[config.mk]
export PLATFORM = sky130hd
export DESIGN_NAME = supply_reset_seq
export DESIGN_NICKNAME = d
export VERILOG_FILES = /design/src/rtl/rstseq_pkg.sv /design/src/rtl/rstseq_sync.sv /design/src/rtl/rstseq_hold.sv /design/src/rtl/rstseq_cause.sv /design/src/rtl/supply_reset_seq.sv
export SDC_FILE = /design/constraint.sdc
export NUM_CORES = 1
export LEC_CHECK = 0
export CORE_MARGIN = 1
export CORE_UTILIZATION = 25
export CTS_BUF_LIST = sky130_fd_sc_hd__clkbuf_2 sky130_fd_sc_hd__clkbuf_4 sky130_fd_sc_hd__clkbuf_8
export CTS_CLUSTER_DIAMETER = 80
export DETAILED_ROUTE_END_ITERATION = 10
export DONT_BUFFER_PORTS = 1
export PLACE_DENSITY = 0.41
export SYNTH_ARGS = -nofsm -noshare
export SYNTH_HDL_FRONTEND = slang
export SYNTH_SLANG_ARGS = --single-unit
[constraint.sdc]
create_clock -name clk -period 3.95 [get_ports clk]
set_input_delay 0.5925 -clock clk [delete_from_list [all_inputs] [get_ports clk]]
set_output_delay 0.5925 -clock clk [all_outputs]
set_load 0.02 [all_outputs]
[src/rtl/rstseq_pkg.sv]
package rstseq_pkg;

  // Sequencer phases: supply below threshold, counting the hold, running.
  typedef enum logic [1:0] {
    SEQ_SUPPLY_LOW = 2'd0,
    SEQ_HOLD       = 2'd1,
    SEQ_RUN        = 2'd2
  } seq_state_e;

endpackage

[src/rtl/rstseq_sync.sv]
module rstseq_sync #(
  parameter int STAGES = 2
) (
  input  logic clk,
  input  logic rst_n,
  input  logic async_i,
  output logic sync_o
);

  logic [STAGES-1:0] chain_q;

  genvar g;
  generate
    for (g = 0; g < STAGES; g++) begin : g_stage
      if (g == 0) begin : g_first
        always_ff @(posedge clk or negedge rst_n) begin
          if (!rst_n) chain_q[0] <= 1'b0;
          else        chain_q[0] <= async_i;
        end
      end else begin : g_next
        always_ff @(posedge clk or negedge rst_n) begin
          if (!rst_n) chain_q[g] <= 1'b0;
          else        chain_q[g] <= chain_q[g-1];
        end
      end
    end
  endgenerate

  assign sync_o = chain_q[STAGES-1];

endmodule

[src/rtl/rstseq_hold.sv]
module rstseq_hold
  import rstseq_pkg::*;
#(
  parameter int HOLD_CYCLES = 25_000_000
) (
  input  logic clk,
  input  logic rst_n,
  input  logic supply_ok_i,
  input  logic wdog_expire_i,
  output logic rst_act_o
);

  localparam int CNT_W = (HOLD_CYCLES > 2) ? $clog2(HOLD_CYCLES) : 1;
  localparam logic [CNT_W-1:0] LAST = CNT_W'(HOLD_CYCLES - 1);

  seq_state_e       state_q, state_d;
  logic [CNT_W-1:0] cnt_q, cnt_d;

  always_comb begin
    state_d = state_q;
    cnt_d   = cnt_q;
    if (!supply_ok_i) begin
      state_d = SEQ_SUPPLY_LOW;
      cnt_d   = '0;
    end else if (wdog_expire_i) begin
      state_d = SEQ_HOLD;
      cnt_d   = '0;
    end else if (state_q != SEQ_RUN) begin
      if (cnt_q == LAST) begin
        state_d = SEQ_RUN;
        cnt_d   = '0;
      end else begin
        state_d = SEQ_HOLD;
        cnt_d   = cnt_q + 1'b1;
      end
    end
  end

  always_ff @(posedge clk or negedge rst_n) begin
    if (!rst_n) begin
      state_q <= SEQ_SUPPLY_LOW;
      cnt_q   <= '0;
    end else begin
      state_q <= state_d;
      cnt_q   <= cnt_d;
    end
  end

  assign rst_act_o = (state_q != SEQ_RUN);

  // a low synchronised supply level forces reset on the next edge
  assert_low_forces_R1: assert property (@(posedge clk) disable iff (!rst_n)
    !supply_ok_i |=> rst_act_o);

  // a watchdog strobe forces reset on the next edge
  assert_wdog_forces_R5: assert property (@(posedge clk) disable iff (!rst_n)
    wdog_expire_i |=> rst_act_o);

  // a watchdog strobe during the hold leaves the counter at its start
  assert_wdog_restart_R6: assert property (@(posedge clk) disable iff (!rst_n)
    (wdog_expire_i && supply_ok_i) |=> (cnt_q == '0) && (state_q == SEQ_HOLD));

endmodule

[src/rtl/rstseq_cause.sv]
module rstseq_cause (
  input  logic clk,
  input  logic rst_n,
  input  logic blocked_i,
  input  logic set_i,
  input  logic clr_i,
  output logic flag_o
);

  logic flag_q;

  always_ff @(posedge clk or negedge rst_n) begin
    if (!rst_n)            flag_q <= 1'b0;
    else if (!blocked_i) begin
      if (clr_i)           flag_q <= 1'b0;
      else if (set_i)      flag_q <= 1'b1;
    end
  end

  assign flag_o = flag_q;

  // clear wins and takes effect on the next edge
  assert_flag_clear_R8: assert property (@(posedge clk) disable iff (!rst_n)
    (!blocked_i && clr_i) |=> !flag_o);

  // set alone takes effect on the next edge
  assert_flag_set_R8: assert property (@(posedge clk) disable iff (!rst_n)
    (!blocked_i && set_i && !clr_i) |=> flag_o);

  // strobes are disregarded while reset is held
  assert_flag_gated_R9: assert property (@(posedge clk) disable iff (!rst_n)
    blocked_i |=> $stable(flag_o));

endmodule

[src/rtl/supply_reset_seq.sv]
module supply_reset_seq #(
  parameter int HOLD_CYCLES    = 25_000_000,
  parameter int SYNC_STAGES    = 2,
  parameter bit RST_ACTIVE_LOW = 1'b1
) (
  input  logic clk,
  input  logic rst_n,
  input  logic supply_good_i,
  input  logic wdog_expire_i,
  input  logic flag_set_i,
  input  logic flag_clr_i,
  output logic sys_rst_o,
  output logic cmd_inhibit_o,
  output logic cause_flag_o
);

  localparam int RUN_W = $clog2(HOLD_CYCLES + 1);

  logic supply_ok;
  logic rst_act;

  rstseq_sync #(.STAGES(SYNC_STAGES)) u_sync (
    .clk     (clk),
    .rst_n   (rst_n),
    .async_i (supply_good_i),
    .sync_o  (supply_ok)
  );

  rstseq_hold #(.HOLD_CYCLES(HOLD_CYCLES)) u_hold (
    .clk           (clk),
    .rst_n         (rst_n),
    .supply_ok_i   (supply_ok),
    .wdog_expire_i (wdog_expire_i),
    .rst_act_o     (rst_act)
  );

  rstseq_cause u_cause (
    .clk       (clk),
    .rst_n     (rst_n),
    .blocked_i (rst_act),
    .set_i     (flag_set_i),
    .clr_i     (flag_clr_i),
    .flag_o    (cause_flag_o)
  );

  generate
    if (RST_ACTIVE_LOW) begin : g_pol_low
      assign sys_rst_o = ~rst_act;
    end else begin : g_pol_high
      assign sys_rst_o = rst_act;
    end
  endgenerate

  assign cmd_inhibit_o = rst_act;

  // Checker: consecutive cycles of synchronised supply-good, saturating.
  logic [RUN_W-1:0] good_run_q;
  always_ff @(posedge clk or negedge rst_n) begin
    if (!rst_n)                                good_run_q <= '0;
    else if (!supply_ok)                       good_run_q <= '0;
    else if (good_run_q != RUN_W'(HOLD_CYCLES)) good_run_q <= good_run_q + 1'b1;
  end

  // release only after a full unbroken hold interval of supply-good
  assert_full_hold_R2: assert property (@(posedge clk) disable iff (!rst_n)
    $fell(rst_act) |-> (good_run_q == RUN_W'(HOLD_CYCLES)));

endmodule

# Word-level counts from Yosys, hierarchy flattened
# Cells that the tools add are included.
[totals]
input_bits = 6
out_inout_bits = 3
word_cells = 22
reg_bits = 30
[classes]
add_sub_neg = 1
n_reduce_logical = 2
n_eq_ne = 3
bitwise = 1
muxes = 10
[op_table]
columns = ["operator", "n"]
rows = [
  ["$mux W25", 4],
  ["$add A25 B1 Y25 const B", 1],
  ["$eq A25 B25 Y1 const B", 1],
  ["$mux W2", 4],
  ["$ne A3 B3 Y1 const B", 1],
  ["$mux W1", 2],
  ["$ne A2 B2 Y1 const B", 1],
  ["$reduce_and A2 Y1", 1],
  ["$reduce_bool A2 Y1", 1],
  ["$not A1 Y1", 1],
]

# Longest topological paths before layout
# Gate-level depths: netlist (run 1).
[logic_depth]
depth_word = 5
ltp_mapped = 8
mapped_depth_nobuf = 6

# By module
# From an unflattened synthesis (run 1), not the netlist that was laid out.
[hier_totals]
cells_unflattened = 168
hier_area_um2 = 1570.3
[modules_own_cells]
columns = ["mod", "seq_area_each_um2", "n_inst", "area_per_inst_um2", "cells_per_inst"]
rows = [
  ["rstseq_hold", 675.6, 1, 1466.4, 161],
  ["rstseq_cause", 25.0, 1, 50.0, 4],
  ["rstseq_sync", 50.0, 1, 50.0, 2],
  ["supply_reset_seq", 0.0, 1, 3.8, 1],
]

# Worst setup path after synthesis (run 1)
# Ideal clock, no wire load.
[synth_timing]
kind = "flip-flop to flip-flop"
start = "reg u_hold.cnt_q[0]"
end = "reg u_hold.cnt_q[13]"
path_buffers = 2
t_arrival_ps = 1917
setup_slack_ps = 1909
t_required_ps = 3826
synth_period_minus_slack_ps = 2041
setup_ps = 124
stages_incl_launch_ff = 9
cell_sequence = "dfrtp_1 ha_1 and4_1 buf_6 nand3b_1 or4_4 buf_6 and4_1 a211o_1"
[synth_between]
elab_chain_cells = 5
word_cells_on_any_way = 6
cone_classes = "add/sub (1); eq/ne (1); mux (4)"
[synth_lines]
columns = ["item", "line", "source"]
rows = [
  ["start: declaration", "rstseq_hold.sv:17", "logic [CNT_W-1:0] cnt_q, cnt_d;"],
  ["start signal: assignment", "rstseq_hold.sv:45", "cnt_q <= cnt_d;"],
  ["$add A25 B1 Y25 / $eq A25 B25 Y1 (equally long branches)", "rstseq_hold.sv:34, rstseq_hold.sv:29", ""],
  ["$mux W25 *", "rstseq_hold.sv:29", "if (cnt_q == LAST) begin"],
  ["$mux W25 *", "rstseq_hold.sv:28", "end else if (state_q != SEQ_RUN) begin"],
  ["$mux W25 *", "rstseq_hold.sv:25", "end else if (wdog_expire_i) begin"],
  ["$mux W25 *", "rstseq_hold.sv:22", "if (!supply_ok_i) begin"],
]
# Every way passes the cells marked *; elsewhere a longest branch is shown, timed or not. The select of a mux whose other input is x is not followed.
# A chain may end at the register's enable or synchronous reset.

# Worst setup path in the final report (run 1)
[layout_timing]
start = "reg u_hold.cnt_q[0]"
end = "reg u_hold.cnt_q[24]"
# The elaborated chain is that of the path after synthesis.

==> results of run 1 <==
[metrics by stage]
step / setup WS [ns] / util / cells / cell area, sq um
after floorplan: 1.91 / - / 190 / 1730
after global placement: 1.74 / 0.273 / 260 / 1780
after detailed placement: 1.70 / 0.273 / 260 / 1780
after CTS: 1.69 / 0.294 / 270 / 1920
after global routing: 1.45 / 0.294 / 270 / 1920
final: 1.67 / 0.294 / 270 / 1920
[power by group]
part           total [mW]  switching [mW]  internal (mW)
Combinational      0.0209          0.0153        0.00559
Sequential          0.311         0.00191          0.310
Clock               0.310           0.124          0.186
Total               0.642           0.141          0.501
[repair_timing]
action,in CTS,in global routing
endpoints found under the setup margin,0,0
hold endpoints to repair,24,0
hold buffers,2,0
[synth_stat cells, drive strengths merged]
master and number:
xor2 4, ha 1, clkbuf 5, nand2b 3, dfrtp 30, or3 4
nand2 23, o311ai 2, or4 2, o22a 1, and2b 1, nand3b 1
nor3b 1, nor2 11, a311oi 1, and3 7, o211ai 2, and4 5
a211o 2, and2 5, nor4 4, nor4bb 1, nand4 14, a22o 1
nand3 19, o21a 1, nor4b 3, clkinv 1, nor3 5, a41oi 1
a31oi 2, xnor2 4, or2 2, o21ai 4, a22oi 2, o31ai 3
nand4b 1, buf 4, a21oi 7
[cells by family after synthesis]
logic type                 synth area share
AOI/OAI and AO/OA                     0.114
and+or+nand+nor                       0.368
DFF                                   0.433
adders and majority gates           0.00722
xor gates and xnor gates             0.0404
buffers and inverters                0.0375
[routing by layer]
metal	wire length [um]	part of all wire	track usage	up-vias
met5	0	0	0	-
met1	2410	0.50	0.212	748
li1	-	-	-	720
met2	2100	0.43	0.234	51
met3	243	0.050	0.0321	9
met4	100	0.021	0.0545	0
[worst min path at each step]
| stage | from | to | slack, ns | cells past startpoint |
|---|---|---|---|---|
| 3_3_place_gp | rst_n | u_hold.cnt_q[7] | 0.30 | 0 |
| 6_report | rst_n | u_hold.cnt_q[24] | 0.12 | 1 |
| 5_1_grt | rst_n | u_hold.cnt_q[18] | 0.12 | 1 |
| 3_5_place_dp | rst_n | u_hold.cnt_q[7] | 0.30 | 0 |
| 2_1_floorplan | rst_n | u_cause.flag_o | 0.30 | 0 |
| 4_1_cts | rst_n | u_hold.cnt_q[18] | 0.12 | 1 |
[area by class of cell]
cell class	count	area (sq um)
Fill cell	705	4610
Multi-Input combinational cell	150	917
Sequential cell	30	751
Tap cell	77	96.3
Clock buffer	5	68.8
Timing Repair Buffer	4	45.0
Clock inverter	3	40.0
Inverter	1	3.75
[registers in the layout, indices dropped and copies added (netlist names)]
name / count
u_cause.flag_o: 1
u_hold.cnt_q: 25
u_sync.chain_q: 1
u_hold.state_q: 2
u_sync.sync_o: 1
[critical path, cell delays in order, from the launching register on]
cell and delay, ns:
sky130_fd_sc_hd__dfrtp_1 0.41, sky130_fd_sc_hd__ha_1 0.21, sky130_fd_sc_hd__and4_1 0.40, sky130_fd_sc_hd__nor3b_1 0.65, sky130_fd_sc_hd__nand4_1 0.22, sky130_fd_sc_hd__xnor2_1 0.16
sky130_fd_sc_hd__and2_1 0.15
==> qor_table.md, run 1 <==
| Metric | Value | Unit |
|---|---|---|
| Total routing resource utilization after global routing | 0.152 | - |
| Cell count after synthesis | 190 | - |
| Worst Path Class, Setup | reg -> reg | - |
| Global-route wire length before repair | 8.45 | mm |
| Total wirelength of the detailed-routed design | 4.85 | mm |
| Gates resized, CTS repair | 0 | - |
| YS warnings | 0 | - |
| Global placer's final weighted congestion | 0.783 | - |
| Post-route antenna net violation count | 0 | - |
| Worst setup path start | u_hold.cnt_q[0] | - |
| Sequential area share after synthesis | 0.433 | - |
| Layout overhead on the synthesized area | 10.9 | % |
| Placement row count | 29 | - |
| Worst-case reg-to-reg path depth | 6 | - |
| Quantity of I/O buffers inserted on ports | 0 | - |
| Number of H-tree levels | 2 | - |
| Normalized max-slew margin | 0.517 | - |
| Data arrival, critical path | 2.46 | ns |
| R2R Path End | u_hold.cnt_q[24] | - |
| Number of vias after detailed routing | 1528 | - |
| Total Power Consumption | 642 | uW |
| Hold/Removal Path Class | in -> async | - |
| Commonest non-fill, non-tap cell in the layout | sky130_fd_sc_hd__dfrtp_1 | - |
| Achievable clock frequency | 438 | MHz |
| Number of global-route vias before repair | 1521 | - |
| Capturing element type of the critical path | register | - |
| Clock network latency to the later pin of the worst-skew pair | 0.28 | ns |
| Starting utilization of the core area | 0.265 | - |
| Core Footprint | 6530 | sq um |
| Share of cells above drive strength 1 | 0.0933 | - |
| Unrepaired setup endpoints after global routing | false | - |
| Number of max-cap violations | 0 | - |
| Horizontal die dimension | 85.3 | um |
| # setup viols final | 0 | - |
| Outcome | complete, no violations | - |
| Grt ovf | 0 | - |
| Synth Register Bits | 30 | - |
| FF-to-FF setup slack | 1.67 | ns |
| Largest cells by area after synthesis | sky130_fd_sc_hd__dfrtp_1, sky130_fd_sc_hd__nand3_1, sky130_fd_sc_hd__nand4_1, sky130_fd_sc_hd__nand2_1, sky130_fd_sc_hd__nor2_1 | - |
| Critical path destination | u_hold.cnt_q[24] | - |
| Critical path data required time | 4.13 | ns |
| Die outline height | 85.3 | um |
| Antenna Cells | 0 | - |
| Antenna violations before repair | 0 | - |
| Yosys top cell area share | 0.433 | - |
| Largest area contributor in the netlist | sky130_fd_sc_hd__dfrtp_1 | - |
| Critical path peak fanout | 9 | - |
| CTS tree | built | - |
| Mapped Nets | 197 | - |
| Pin slew with the least headroom to its limit | 0.718 | ns |
| Number of buffers between clock root and the deepest sink | 2 | - |
| Startpoint Class | register | - |
| Crit share post-route | 0.578 | - |
| Worst vdd ir | 0.000125 | V |
| Number of DRC violations after detailed routing | 0 | - |
| Cell at the root of the clock tree | sky130_fd_sc_hd__clkbuf_8 | - |
| Final hold slack | 0.120 | ns |
| Half-perimeter wire length of the detailed placement result | 3.28 | mm |
| Most used cells in the layout excluding fill and tap cells | sky130_fd_sc_hd__dfrtp_1, sky130_fd_sc_hd__nand2_1, sky130_fd_sc_hd__nand3_1, sky130_fd_sc_hd__nand4_1, sky130_fd_sc_hd__nor2_1 | - |
| Ports placed on the boundary | 9 | - |
| Count of distinct cell types in the synthesized netlist | 46 | - |
| Mean Syn Cell Area | 9.12 | sq um |
| Clock input transition at the sequential cells of the worst setup and hold paths | 0.07 | ns |
| Count of routing violations after the opening detailed-route iteration | 124 | - |
| Post-detailed-route via-to-cell ratio | 5.66 | - |
| Total power per unit cell area | 334 | nW/um^2 |
| Post-CTS repair timing setup buffer count | 0 | - |
| Final Max Slew Viols | 0 | - |
| Leakage power figure | 0.750 | nW |
| Synthesized cell area | 1730 | sq um |
| Reg2Reg Launch Point | u_hold.cnt_q[0] | - |
| Area of the die | 7270 | sq um |
| First-pass DRT Iterations | 4 | - |
| Worst clock skew | 0.00799 | ns |
| Sum Neg Setup Slack | 0 | ns |
| Total number of nets in the final design | 199 | - |
| CTS buffer count | 5 | - |
| Wire length per cell | 18.0 | um |
| Pin count of the biggest net entering global routing | 25 | - |
| Final min period | 2.28 | ns |
| Number of hold-slack violations in the final timing report | 0 | - |
| CTS sink cnt | 30 | - |
No activity file was read; power rests on OpenSTA's default activity.
==> run 2, diff against run 1 <==
--- a/config.mk
+++ b/config.mk
@@ -11,7 +11,7 @@
 export CTS_CLUSTER_DIAMETER = 80
 export DETAILED_ROUTE_END_ITERATION = 10
 export DONT_BUFFER_PORTS = 1
-export PLACE_DENSITY = 0.41
+export PLACE_DENSITY = 0.43
 export SYNTH_ARGS = -nofsm -noshare
 export SYNTH_HDL_FRONTEND = slang
 export SYNTH_SLANG_ARGS = --single-unit
==> constraint.sdc (replaced) <==
create_clock -name clk -period 1.9 [get_ports clk]
set_input_delay 0.285 -clock clk [delete_from_list [all_inputs] [get_ports clk]]
set_output_delay 0.285 -clock clk [all_outputs]
set_load 0.02 [all_outputs]
==> run 2 against run 1 <==
Effect of this change: clock skew is essentially flat; via count increased by 4.1%; die area unchanged; critical path type unchanged.
==> qor_table.md, run 2 (synthesized netlist as in run 1, its figures left out) <==
| Metric | Value | Unit | Change |
|---|---|---|---|
| First-pass DRT Iterations | 6 | - | was 4 |
| Worst vdd ir | 0.000352 | V | was 0.000125 V |
| Worst Slack Setup Final | 0.0237 | ns | was 1.67 ns |
| Non-Filler Cell Area, Final | 2260 | sq um | was 1920 sq um |
| Layout overhead on the synthesized area | 30.3 | % | was 10.9% |
| Crit share post-route | 0.988 | - | was 0.578 |
| Outcome | complete, no violations | - | unchanged |
| Number of hold-slack violations in the final timing report | 0 | - | unchanged |
| Normalized max-slew margin | 0.616 | - | was 0.517 |
| Largest reg by FF count | u_hold.cnt_q | - | unchanged |
| Met1 global-route usage | 0.214 | - | was 0.212 |
| Total routing resource utilization after global routing | 0.150 | - | was 0.152 |
| Antenna violations before repair | 0 | - | unchanged |
| Startpoint Class | register | - | unchanged |
| M2 GR Usage | 0.226 | - | was 0.234 |
| Total Power Consumption | 1.33 | mW | was 642 uW |
| # setup viols final | 0 | - | unchanged |
| Pin slew with the least headroom to its limit | 0.568 | ns | was 0.718 ns |
| CTS sink cnt | 30 | - | unchanged |
| Global-route wire length before repair | 8.36 | mm | was 8.45 mm |
| Clock input transition at the sequential cells of the worst setup and hold paths | 0.07 | ns | about the same |
| Share of cells above drive strength 1 | 0.287 | - | was 0.0933 |
| Total wirelength of the detailed-routed design | 4.96 | mm | was 4.85 mm |
| Worst Path Class, Setup | reg -> reg | - | unchanged |
| Met3 Resource Use GR | 0.0340 | - | was 0.0321 |
| Number of H-tree levels | 2 | - | unchanged |
| Total power per unit cell area | 588 | nW/um^2 | was 334 nW/um^2 |
| Number of global-route vias before repair | 1579 | - | was 1521 |
| Total number of nets in the final design | 236 | - | was 199 |
| Final Max Slew Viols | 0 | - | unchanged |
| CTS tree | built | - | unchanged |
| Capturing element type of the critical path | register | - | unchanged |
| Area of the die | 7270 | sq um | unchanged |
| Largest registers ranked by flip-flop count | u_hold.cnt_q x25, u_hold.state_q x2 | - | unchanged |
| Ports placed on the boundary | 9 | - | unchanged |
| Data arrival, critical path | 2.04 | ns | was 2.46 ns |
| # placed instances | 295 | - | was 260 |
| Critical path data required time | 2.06 | ns | was 4.13 ns |
| Unrepaired setup endpoints after global routing | true | - | was false |
| Number of vias after detailed routing | 1591 | - | was 1528 |
| Post-route antenna net violation count | 0 | - | unchanged |
| Commonest non-fill, non-tap cell in the layout | sky130_fd_sc_hd__buf_4 | - | was sky130_fd_sc_hd__dfrtp_1 |
| Max reg flops | 25 | - | unchanged |
| Most Used Layer, Global Route | met2 | - | unchanged |
| Core Footprint | 6530 | sq um | unchanged |
| Achievable clock frequency | 533 | MHz | was 438 MHz |
| Number of DRC violations after detailed routing | 0 | - | unchanged |
| Wire length per cell | 16.2 | um | was 18.0 um |
| Grt ovf | 0 | - | unchanged |
| Die outline height | 85.3 | um | unchanged |
| Number of buffers between clock root and the deepest sink | 2 | - | unchanged |
| CTS buffer count | 5 | - | unchanged |
| Most used cells in the layout excluding fill and tap cells | sky130_fd_sc_hd__buf_4, sky130_fd_sc_hd__dfrtp_1, sky130_fd_sc_hd__nand2_1, sky130_fd_sc_hd__nand3_1, sky130_fd_sc_hd__nand4_1 | - | was sky130_fd_sc_hd__dfrtp_1, sky130_fd_sc_hd__nand2_1, sky130_fd_sc_hd__nand3_1, sky130_fd_sc_hd__nand4_1, sky130_fd_sc_hd__nor2_1 |
| Half-perimeter wire length of the detailed placement result | 3.63 | mm | was 3.28 mm |
| Horizontal die dimension | 85.3 | um | unchanged |
| Count of routing violations after the opening detailed-route iteration | 94 | - | was 124 |
| Critical path peak fanout | 5 | - | was 9 |
| Final hold slack | 0.0333 | ns | was 0.120 ns |
| Post-detailed-route via-to-cell ratio | 5.18 | - | was 5.66 |
| Cell at the root of the clock tree | sky130_fd_sc_hd__clkbuf_8 | - | unchanged |
| Global placer's final weighted congestion | 0.806 | - | was 0.783 |
| Sum Neg Setup Slack | 0 | ns | unchanged |
| Pin count of the biggest net entering global routing | 31 | - | was 25 |
| Final min period | 1.88 | ns | was 2.28 ns |
| Antenna Cells | 0 | - | unchanged |
| Hold/Removal Path Class | in -> reg | - | was in -> async |
| Placement row count | 29 | - | unchanged |
| Worst setup timing slack at the placement stage | -0.0367 | ns | was 1.70 ns |
| Clock network latency to the later pin of the worst-skew pair | 0.28 | ns | about the same |
| Starting utilization of the core area | 0.265 | - | unchanged |
| Number of max-cap violations | 0 | - | unchanged |
| Final core utilization | 0.346 | - | was 0.294 |
| Leakage power figure | 0.951 | nW | was 0.750 nW |
| Placed cell areas | 2050 | sq um | was 1780 sq um |
| Quantity of I/O buffers inserted on ports | 0 | - | unchanged |
| Final Instance Count excl. Fillers | 307 | - | was 270 |
| Worst clock skew | 0.00755 | ns | was 0.00799 ns |
[run 2: repair_timing]
| action | in CTS | in global routing |
|---|---|---|
| hold buffers | 2 | 0 |
| endpoints found under the hold margin | 30 | 0 |
| gates resized for setup | 2 | 11 |
| endpoints found under the setup margin | 5 | 12 |
| buffers inserted | 0 | 2 |
| pin swaps | 0 | 1 |
[run 2: final cells by class]
| class | instances | area, sq um |
|---|---|---|
| Multi-Input combinational cell | 150 | 971 |
| Timing Repair Buffer | 41 | 327 |
| Clock buffer | 5 | 68.8 |
| Fill cell | 683 | 4270 |
| Tap cell | 77 | 96.3 |
| Clock inverter | 3 | 40.0 |
| Sequential cell | 30 | 751 |
| Inverter | 1 | 3.75 |
[run 2: path summary, 6_finish.rpt]
kind	startpoint	endpoint	slack, ns	cells after the start
min in group asynchronous	rst_n	u_hold.cnt_q[9]	0.45	2
max in group asynchronous	rst_n	u_hold.cnt_q[19]	1.27	2
min reg2reg	u_sync.chain_q[0]	u_sync.sync_o	0.35	0
max reg2reg	u_hold.cnt_q[1]	u_hold.cnt_q[13]	0.02	6
min	supply_good_i	u_sync.chain_q[0]	0.03	0
max	u_hold.cnt_q[1]	u_hold.cnt_q[13]	0.02	6
[run 2: worst max-delay path, stage by stage (launching register included)]
cell,delay [ns]
sky130_fd_sc_hd__dfrtp_1,0.35
sky130_fd_sc_hd__ha_2,0.18
sky130_fd_sc_hd__and4_4,0.24
sky130_fd_sc_hd__nand3b_1,0.10
sky130_fd_sc_hd__or4_4,0.44
sky130_fd_sc_hd__and4_1,0.19
sky130_fd_sc_hd__a211o_1,0.26
[run 2: routing by layer]
layer / routed length, um / share of wire
met1: 2410 / 0.49
met2: 2270 / 0.46
met3: 239 / 0.048
met4: 44 / 0.0089
met5: 0 / 0
[run 2: power by group]
| part | switching, mW | internal (mW) | leakage (nW) | total [mW] |
|---|---|---|---|---|
| Combinational | 0.0360 | 0.0180 | 0.482 | 0.0539 |
| Sequential | 0.00268 | 0.644 | 0.411 | 0.647 |
| Clock | 0.241 | 0.385 | 0.0579 | 0.626 |
| Total | 0.280 | 1.05 | 0.951 | 1.33 |
